File: config.mk
export PLATFORM = sky130hd
export DESIGN_NAME = atb_unit
export DESIGN_NICKNAME = d
export VERILOG_FILES = /design/src/rtl/atb_pkg.sv /design/src/rtl/atb_fsm.sv /design/src/rtl/atb_bitmerge.sv /design/src/rtl/atb_unit.sv
export SDC_FILE = /design/constraint.sdc
export NUM_CORES = 1
export LEC_CHECK = 0
export ABC_CLOCK_PERIOD_IN_PS = 2100
export BUFFER_PORTS_ARGS = -buffer_cell sky130_fd_sc_hd__buf_2
export CAP_MARGIN = 20
export CELL_PAD_IN_SITES_DETAIL_PLACEMENT = 0
export CELL_PAD_IN_SITES_GLOBAL_PLACEMENT = 1
export CORE_MARGIN = 4
export CORE_UTILIZATION = 34
export CTS_CLUSTER_SIZE = 16
export DETAILED_ROUTE_END_ITERATION = 10
export PLACE_DENSITY_LB_ADDON = 0.1
export REMOVE_ABC_BUFFERS = 1
export SLEW_MARGIN = 10
export SYNTH_ARGS = -nofsm -noshare
export SYNTH_HDL_FRONTEND = slang
export SYNTH_SLANG_ARGS = --single-unit
File: constraint.sdc
create_clock -name clk -period 2.1 [get_ports clk]
set_clock_uncertainty 0.1 [all_clocks]
set_input_delay 0.63 -clock clk [delete_from_list [all_inputs] [get_ports clk]]
set_output_delay 0.63 -clock clk [all_outputs]
set_load 0.05 [all_outputs]
File: src/rtl/atb_pkg.sv
package atb_pkg;

    localparam int BIT_ADDR_W = 16;
    localparam int BYTE_W     = 8;

    localparam logic [7:0] OPC_TSET = 8'h41;
    localparam logic [7:0] OPC_TCLR = 8'h61;

    typedef enum logic [2:0] {
        ST_IDLE   = 3'd0,
        ST_LOCK   = 3'd1,
        ST_READ   = 3'd2,
        ST_MODIFY = 3'd3,
        ST_WRITE  = 3'd4,
        ST_DONE   = 3'd5
    } atb_state_e;

    typedef struct packed {
        logic legal;
        logic set_bit;
    } atb_dec_t;

    function automatic atb_dec_t atb_decode(input logic [7:0] code);
        atb_dec_t d;
        d.legal   = (code == OPC_TSET) || (code == OPC_TCLR);
        d.set_bit = (code == OPC_TSET);
        return d;
    endfunction

endpackage

File: src/rtl/atb_fsm.sv
module atb_fsm
    import atb_pkg::*;
(
    input  logic       clk,
    input  logic       rst,
    input  logic       start,
    input  logic       mem_gnt,
    output atb_state_e state,
    output logic       mem_req,
    output logic       mem_lock,
    output logic       mem_re,
    output logic       mem_we,
    output logic       done,
    output logic       ready
);

    atb_state_e nxt;

    always_comb begin
        nxt = state;
        unique case (state)
            ST_IDLE:   if (start)   nxt = ST_LOCK;
            ST_LOCK:   if (mem_gnt) nxt = ST_READ;
            ST_READ:   nxt = ST_MODIFY;
            ST_MODIFY: nxt = ST_WRITE;
            ST_WRITE:  nxt = ST_DONE;
            ST_DONE:   nxt = ST_IDLE;
            default:   nxt = ST_IDLE;
        endcase
    end

    always_ff @(posedge clk) begin
        if (rst) state <= ST_IDLE;
        else     state <= nxt;
    end

    always_comb begin
        mem_req  = (state == ST_LOCK) || (state == ST_READ) ||
                   (state == ST_MODIFY) || (state == ST_WRITE);
        mem_lock = ((state == ST_LOCK) && mem_gnt) || (state == ST_READ) ||
                   (state == ST_MODIFY) || (state == ST_WRITE);
        mem_re   = (state == ST_READ);
        mem_we   = (state == ST_WRITE);
        done     = (state == ST_DONE);
        ready    = (state == ST_IDLE);
    end

    // every access goes out under the lock
    assert_access_locked_R8: assert property (@(posedge clk) disable iff (rst)
        (mem_re || mem_we) |-> mem_lock);

    // once raised, the lock stays up until the write cycle
    assert_lock_held_R8: assert property (@(posedge clk) disable iff (rst)
        (mem_lock && !mem_we) |=> mem_lock);

    // a write is always preceded by its read two cycles earlier
    assert_write_after_read_R9: assert property (@(posedge clk) disable iff (rst)
        mem_re |=> ##1 mem_we);

    // done lasts a single cycle
    assert_done_pulse_R11: assert property (@(posedge clk) disable iff (rst)
        done |=> !done);

    // an idle unit does not request the port
    assert_idle_no_req_R7: assert property (@(posedge clk) disable iff (rst)
        ready |-> !mem_req);

    // done follows the write by exactly one cycle
    assert_done_after_write_R10: assert property (@(posedge clk) disable iff (rst)
        mem_we |=> done);

endmodule

File: src/rtl/atb_bitmerge.sv
module atb_bitmerge #(
    parameter int DATA_W = 8,
    localparam int SEL_W = $clog2(DATA_W)
) (
    input  logic              clk,
    input  logic              rst,
    input  logic              capture,
    input  logic              set_bit,
    input  logic [SEL_W-1:0]  bit_sel,
    input  logic [DATA_W-1:0] rdata,
    output logic [DATA_W-1:0] new_byte,
    output logic              old_bit
);

    logic [DATA_W-1:0] merged;

    for (genvar i = 0; i < DATA_W; i++) begin : g_lane
        always_comb begin
            merged[i] = (bit_sel == SEL_W'(i)) ? set_bit : rdata[i];
        end
    end

    always_ff @(posedge clk) begin
        if (rst) begin
            new_byte <= '0;
            old_bit  <= 1'b0;
        end else if (capture) begin
            new_byte <= merged;
            old_bit  <= rdata[bit_sel];
        end
    end

    // the target bit of the byte to write carries the requested value
    assert_target_bit_R3: assert property (@(posedge clk) disable iff (rst)
        capture |=> (new_byte[$past(bit_sel)] == $past(set_bit)));

endmodule

File: src/rtl/atb_unit.sv
module atb_unit
    import atb_pkg::*;
#(
    parameter int ADDR_W = BIT_ADDR_W,
    parameter int DATA_W = BYTE_W,
    localparam int SEL_W  = $clog2(DATA_W),
    localparam int BYTE_AW = ADDR_W - SEL_W
) (
    input  logic               clk,
    input  logic               rst,
    input  logic               op_valid,
    input  logic [7:0]         op_code,
    input  logic [ADDR_W-1:0]  op_bit_addr,
    output logic               op_ready,
    output logic               done,
    output logic               carry,
    output logic               mem_req,
    input  logic               mem_gnt,
    output logic               mem_lock,
    output logic [BYTE_AW-1:0] mem_addr,
    output logic               mem_re,
    output logic               mem_we,
    output logic [DATA_W-1:0]  mem_wdata,
    input  logic [DATA_W-1:0]  mem_rdata
);

    atb_state_e        state;
    atb_dec_t          dec;
    logic              start;
    logic              cmd_set;
    logic [SEL_W-1:0]  cmd_sel;
    logic [BYTE_AW-1:0] cmd_byte;
    logic              old_bit;
    logic [DATA_W-1:0] new_byte;

    always_comb begin
        dec   = atb_decode(op_code);
        start = op_valid && dec.legal && (state == ST_IDLE);
    end

    always_ff @(posedge clk) begin
        if (rst) begin
            cmd_set  <= 1'b0;
            cmd_sel  <= '0;
            cmd_byte <= '0;
        end else if (start) begin
            cmd_set  <= dec.set_bit;
            cmd_sel  <= op_bit_addr[SEL_W-1:0];
            cmd_byte <= op_bit_addr[ADDR_W-1:SEL_W];
        end
    end

    atb_fsm u_fsm (
        .clk      (clk),
        .rst      (rst),
        .start    (start),
        .mem_gnt  (mem_gnt),
        .state    (state),
        .mem_req  (mem_req),
        .mem_lock (mem_lock),
        .mem_re   (mem_re),
        .mem_we   (mem_we),
        .done     (done),
        .ready    (op_ready)
    );

    atb_bitmerge #(.DATA_W(DATA_W)) u_merge (
        .clk      (clk),
        .rst      (rst),
        .capture  (state == ST_MODIFY),
        .set_bit  (cmd_set),
        .bit_sel  (cmd_sel),
        .rdata    (mem_rdata),
        .new_byte (new_byte),
        .old_bit  (old_bit)
    );

    always_ff @(posedge clk) begin
        if (rst)                    carry <= 1'b0;
        else if (state == ST_WRITE) carry <= old_bit;
    end

    assign mem_addr  = cmd_byte;
    assign mem_wdata = new_byte;

    // the carry flag moves only with done
    assert_carry_stable_R6: assert property (@(posedge clk) disable iff (rst)
        !done |-> $stable(carry));

    // the byte address stays put while the port is locked
    assert_addr_steady_R2: assert property (@(posedge clk) disable iff (rst)
        (mem_lock && $past(mem_lock)) |-> $stable(mem_addr));

endmodule

* Yosys cells after proc, flatten, opt, wreduce, memory -nomap -nowiden
Index checks and enable logic that the tools add are counted.
** Word-level totals
- Output and inout bits :: 28
- Bits in latches :: 0
- Bits in read-only memories :: 0
- Logic and storage cells :: 50
- Memory bits (writable) :: 0
- Flip-flop bits (word level) :: 30
- Memories kept :: 0
- Input bits :: 36
** Cells by class
- Bitwise gates (word level) :: 0
- Multiply operators :: 0
- Mux-type cells :: 13
- Add/subtract/negate cells :: 0
- Eq/ne operators :: 16
- $lt $le $gt $ge :: 1
- Divide/modulo/power cells :: 0
- Shift-type cells :: 0
- Reduce and logical (&&, ||, !) cells :: 13
** Operators with widths (number)
- $eq A3 B3 Y1 const B :: 6
- $eq A8 B7 Y1 const B :: 2
- $pmux W3 S5 :: 1
- $eq A3 B2 Y1 const B :: 4
- $mux W1 :: 9
- $logic_or A1 B1 Y1 :: 7
- $eq A3 B1 Y1 const B :: 2
- $logic_not A3 Y1 :: 2
- $mux W3 :: 2
- $lt A3 B4 Y1 const B :: 1
- $bmux W1 S3 :: 1
- $logic_and A1 B1 Y1 :: 3
- $ne A2 B1 Y1 const B :: 1
- $ne A2 B2 Y1 const B :: 1
- $reduce_and A2 Y1 :: 1

* Depth between registers and ports, before layout
- Depth in word-level cells :: 6
- Depth in mapped cells :: 7
- Gate-level depth less buffers :: 4

* Cells and area by module
A second synthesis with hierarchy kept.
** Unflattened totals
- Cell total of the unflattened synthesis :: 176
- Area total of the unflattened synthesis :: 1712.9 um^2
** By module, submodules not included
- atb_unit :: seq. area each 360.3 um^2, instances 1, cells an instance 92, area an instance 933.4 um^2
- atb_bitmerge :: seq. area each 180.2 um^2, instances 1, cells an instance 61, area an instance 591.8 um^2
- atb_fsm :: seq. area each 60.1 um^2, instances 1, cells an instance 23, area an instance 187.7 um^2

* Least setup slack after synthesis
No wires, ideal clock.
- Path kind :: register to output
- Start point :: register u_fsm.state[1]
- End point :: output port mem_we
- Path buffers :: 1
- Arrival time :: 1.763 ns
- Required time :: 1.370 ns
- Slack :: -0.393 ns
- Stages on the path, launching flop included :: 3
- Cells stage by stage :: dfxtp_1 clkbuf_1 nor3b_1
** On the way
- Word-level cells in the longest chain between the ends :: 1
** RTL lines
- start, declared :: RTL line atb_fsm.sv:8 : output atb_state_e state,
- start signal, assigned :: RTL line atb_fsm.sv:34 : else state <= nxt;
- $eq A3 B3 Y1 :: RTL line atb_fsm.sv:43 : mem_we = (state == ST_WRITE);
- end, declared :: RTL line atb_unit.sv:22 : output logic mem_we,
Every way passes these cells.

* Worst setup path after layout
- Start point :: register u_fsm.state[2]
- End point :: output port mem_we
Same word-level chain as after synthesis.

==> key figures <==
Drt
  – DR WL/cell: around 15 um
  – TritonRoute pass-1 iters: 4
  – DR vias/cell: 5.27
  – Routed Antenna Nets: 0
  – DR iter-0 viols: 92
  – Drt total wl: 4.09 mm
  – # DRC: 0
  – Via count: 1,466

STA
  – Final worst path period need: ~2.0 ns
  – Period utilization: 0.967
  – Slew HR: 0.583
  – Final Setup Violations: 0
  – Least-Margin Pin Slew: 0.626 ns
  – Max Fclk: just under 500 MHz
  – Final slew viol count: 0
  – Endpoints failing hold: 0

Global route
  – Most used routing layer: met2
  – Largest net degree at the start of global routing: 31
  – Initial antenna violation count: 0
  – GRT Resource Usage Total: 0.148
  – Vias in the first global route: roughly 1,500
  – Met2 usage: 0.237
  – Met1 Usage GRT: 0.183
  – First-pass GRT wire length: roughly 6.6 mm
  – Met3 usage: 0.0528
  – Global route overflow: 0

Cells and area
  – Area of the multi-input gates: 831 um^2
  – Fillcell total: about 440
  – ANT cells: 0
  – Commonest non-fill, non-tap cell in the layout: buf_2
  – Most frequent cells in the layout: buf_2, dfxtp_1, a21oi_1
  – Synth-to-Final Area Change: 26.7%
  – Register area: slightly above 600 um^2
  – Share of layout cells above drive strength 1: 0.385
  – Layout Nets: 262
  – Non-Filler Instances: around 280

Floorplanning
  – Die area: approximately 5700 um^2
  – # IOs: between 60 and 70
  – Row cnt: 24
  – Core area: 4410 um^2
  – Die width: 75.8 um
  – Die height: 75.8 um
  – Initial core utilization: 0.354

Setup path
  – Worst Path Arrival: ~1.3 ns
  – Critical path class: reg2out
  – Crit-path cells: buf_4 -> nor3b_1 -> buf_4
  – Most numerous cell on the critical path: buf_4
  – Max incr delay on CP: about 0.33 ns
  – Crit. End Element: primary output
  – Worst Setup SP: u_fsm.state[2]
  – Critical path peak fanout: 8
  – CP Launch Type: flop
  – RR Startpoint: cmd_sel[1]
  – Worst Path Required: 1.37 ns
  – Critical Path Slowest Stage Cell: dfxtp_1

Clocking
  – Total CTS buffers: 5
  – Post-CTS Setup Inserts: 0
  – Worst-skew pair later-pin latency: 0.27 ns
  – Clk slew on worst S/H paths: roughly 0.06 ns
  – Hold-fix buffers at CTS: 0
  – Clk buf depth: 2
  – Clock Sinks: 30
  – H-tree Lvls: 2
  – CTS tree: yes
  – Clk root buf: clkbuf_8

Power
  – Pwr Total: between 0.001 and 0.0015 W
  – Pwr per Cell Area: around 550 nW/um^2
  – Leakage Power: between 0.8 and 0.9 nW
  – VDD IR-drop max: approximately 0.00022 V

Yosys
  – Yosys warns: 0
  – Synth Instances: about 170
  – Cell area after synthesis: approximately 1600 um^2
  – Register bit total from synthesis: 30
  – Post-synthesis sequential area ratio: 0.385
  – Yosys cell types: 29
  – Syn Area/Cell: approximately 9.2 um^2

Placed design
  – IO Port Bufs: 63
  – Dpl cells: roughly 270
  – Routability congestion estimate: around 0.84
  – Post-DP HPWL: ~2.9 mm

Outcome
  – Status: complete, no violations

Hold path
  – Hold WC Path Type: reg2reg
  – Min-delay src: mem_addr[1]

Run
  – Max-cap violation count: 0
## cell type report
cell class,instances,share of cell area
multi-input cells,114,0.420
repair buffers,72,0.197
clock buffers,7,0.0386
well taps,52,0.0329
inverters,3,0.00633
flip-flops and latches,30,0.305
## cells by family (layout without fill, tap and decap cells)
kind of cell              Yosys count  count (layout)  share of synthesized area
DFF                                30              30                      0.385
buffers and inverters              25              82                     0.0978
muxes                              14              14                     0.0978
xor gates and xnor gates            1               1                    0.00561
AOI/OAI and AO/OA                  49              49                      0.209
and+or+nand+nor                    50              50                      0.205
## final timing paths
| kind | endpoint | slack [ns] | cells after the start |
|---|---|---|---|
| setup / recovery | mem_we | 0.07 | 3 |
| hold / removal | mem_addr[1] | 0.37 | 2 |
| setup reg to reg | u_merge.old_bit | 0.45 | 3 |
| hold reg to reg | mem_addr[1] | 0.37 | 2 |
## report_power, final
part           switching, W  total (W)  internal, W
logic             0.0000538  0.0000963    0.0000425
registers        0.00000179   0.000572     0.000570
clock network      0.000199   0.000426     0.000228
## stage by stage
| stage | util | worst slack [ns] | setup TNS, ns | cell area [um^2] | hold WS [ns] |
|---|---|---|---|---|---|
| floorplan | - | -0.506 | -8.45 | 1420 | 0.365 |
| global route | 0.448 | -0.0000331 | -0.0000331 | 1980 | 0.391 |
| CTS | 0.445 | 0.00424 | 0 | 1970 | 0.372 |
| detailed placement | 0.427 | 0.0649 | 0 | 1880 | 0.361 |
| global placement | 0.427 | 0.0894 | 0 | 1880 | 0.353 |
| finish | 0.448 | 0.0694 | 0 | 1980 | 0.369 |
## synth_stat cells (all sizes together)
library cell,n,area share
and3b,1,0.0056
clkbuf,11,0.026
o31ai,16,0.080
or4b,1,0.0064
nand2b,1,0.0040
or3,1,0.0040
nor4b,1,0.015
a31oi,1,0.0040
o21ai,1,0.0032
nor2,13,0.031
clkinv,1,0.0032
nor4bb,1,0.0064
buf,11,0.063
nand3,1,0.0032
dfxtp,30,0.38
a211oi,12,0.061
nor3b,6,0.029
nor3,3,0.0096
inv,2,0.0048
mux2i,13,0.083
nand3b,4,0.019
a21oi,19,0.061
mux4,1,0.014
nand4,16,0.064
xnor2,1,0.0056
nand4bb,1,0.0072
## per-layer routing
| metal | vias up | share of wire |
|---|---|---|
| met4 | 0 | 0.0073 |
| met5 | - | 0 |
| met3 | 4 | 0.091 |
| met1 | 654 | 0.46 |
| met2 | 55 | 0.44 |
| li1 | 753 | - |
## registers in the layout, indices dropped and copies added, names as in the netlist
signal and flops:
mem_addr 13, u_merge.new_byte 8, cmd_sel 3, u_fsm.state 3, carry 1, cmd_set 1, u_merge.old_bit 1
## what timing repair did
action | 4_1_cts | 5_1_grt
pin swaps | 0 | 0
endpoints found under the hold margin | 0 | 0
resized for setup | 2 | 6
setup endpoints to repair | 2 | 4
## critical path, delay by kind of cell (launching register included)
| kind | cells | cell delay (ns) |
|---|---|---|
| buffers and inverters | 2 | 0.41 |
| AND/OR/NAND/NOR | 1 | 0.29 |
| flip-flops | 1 | 0.33 |
(Power assumes the default switching activity.)
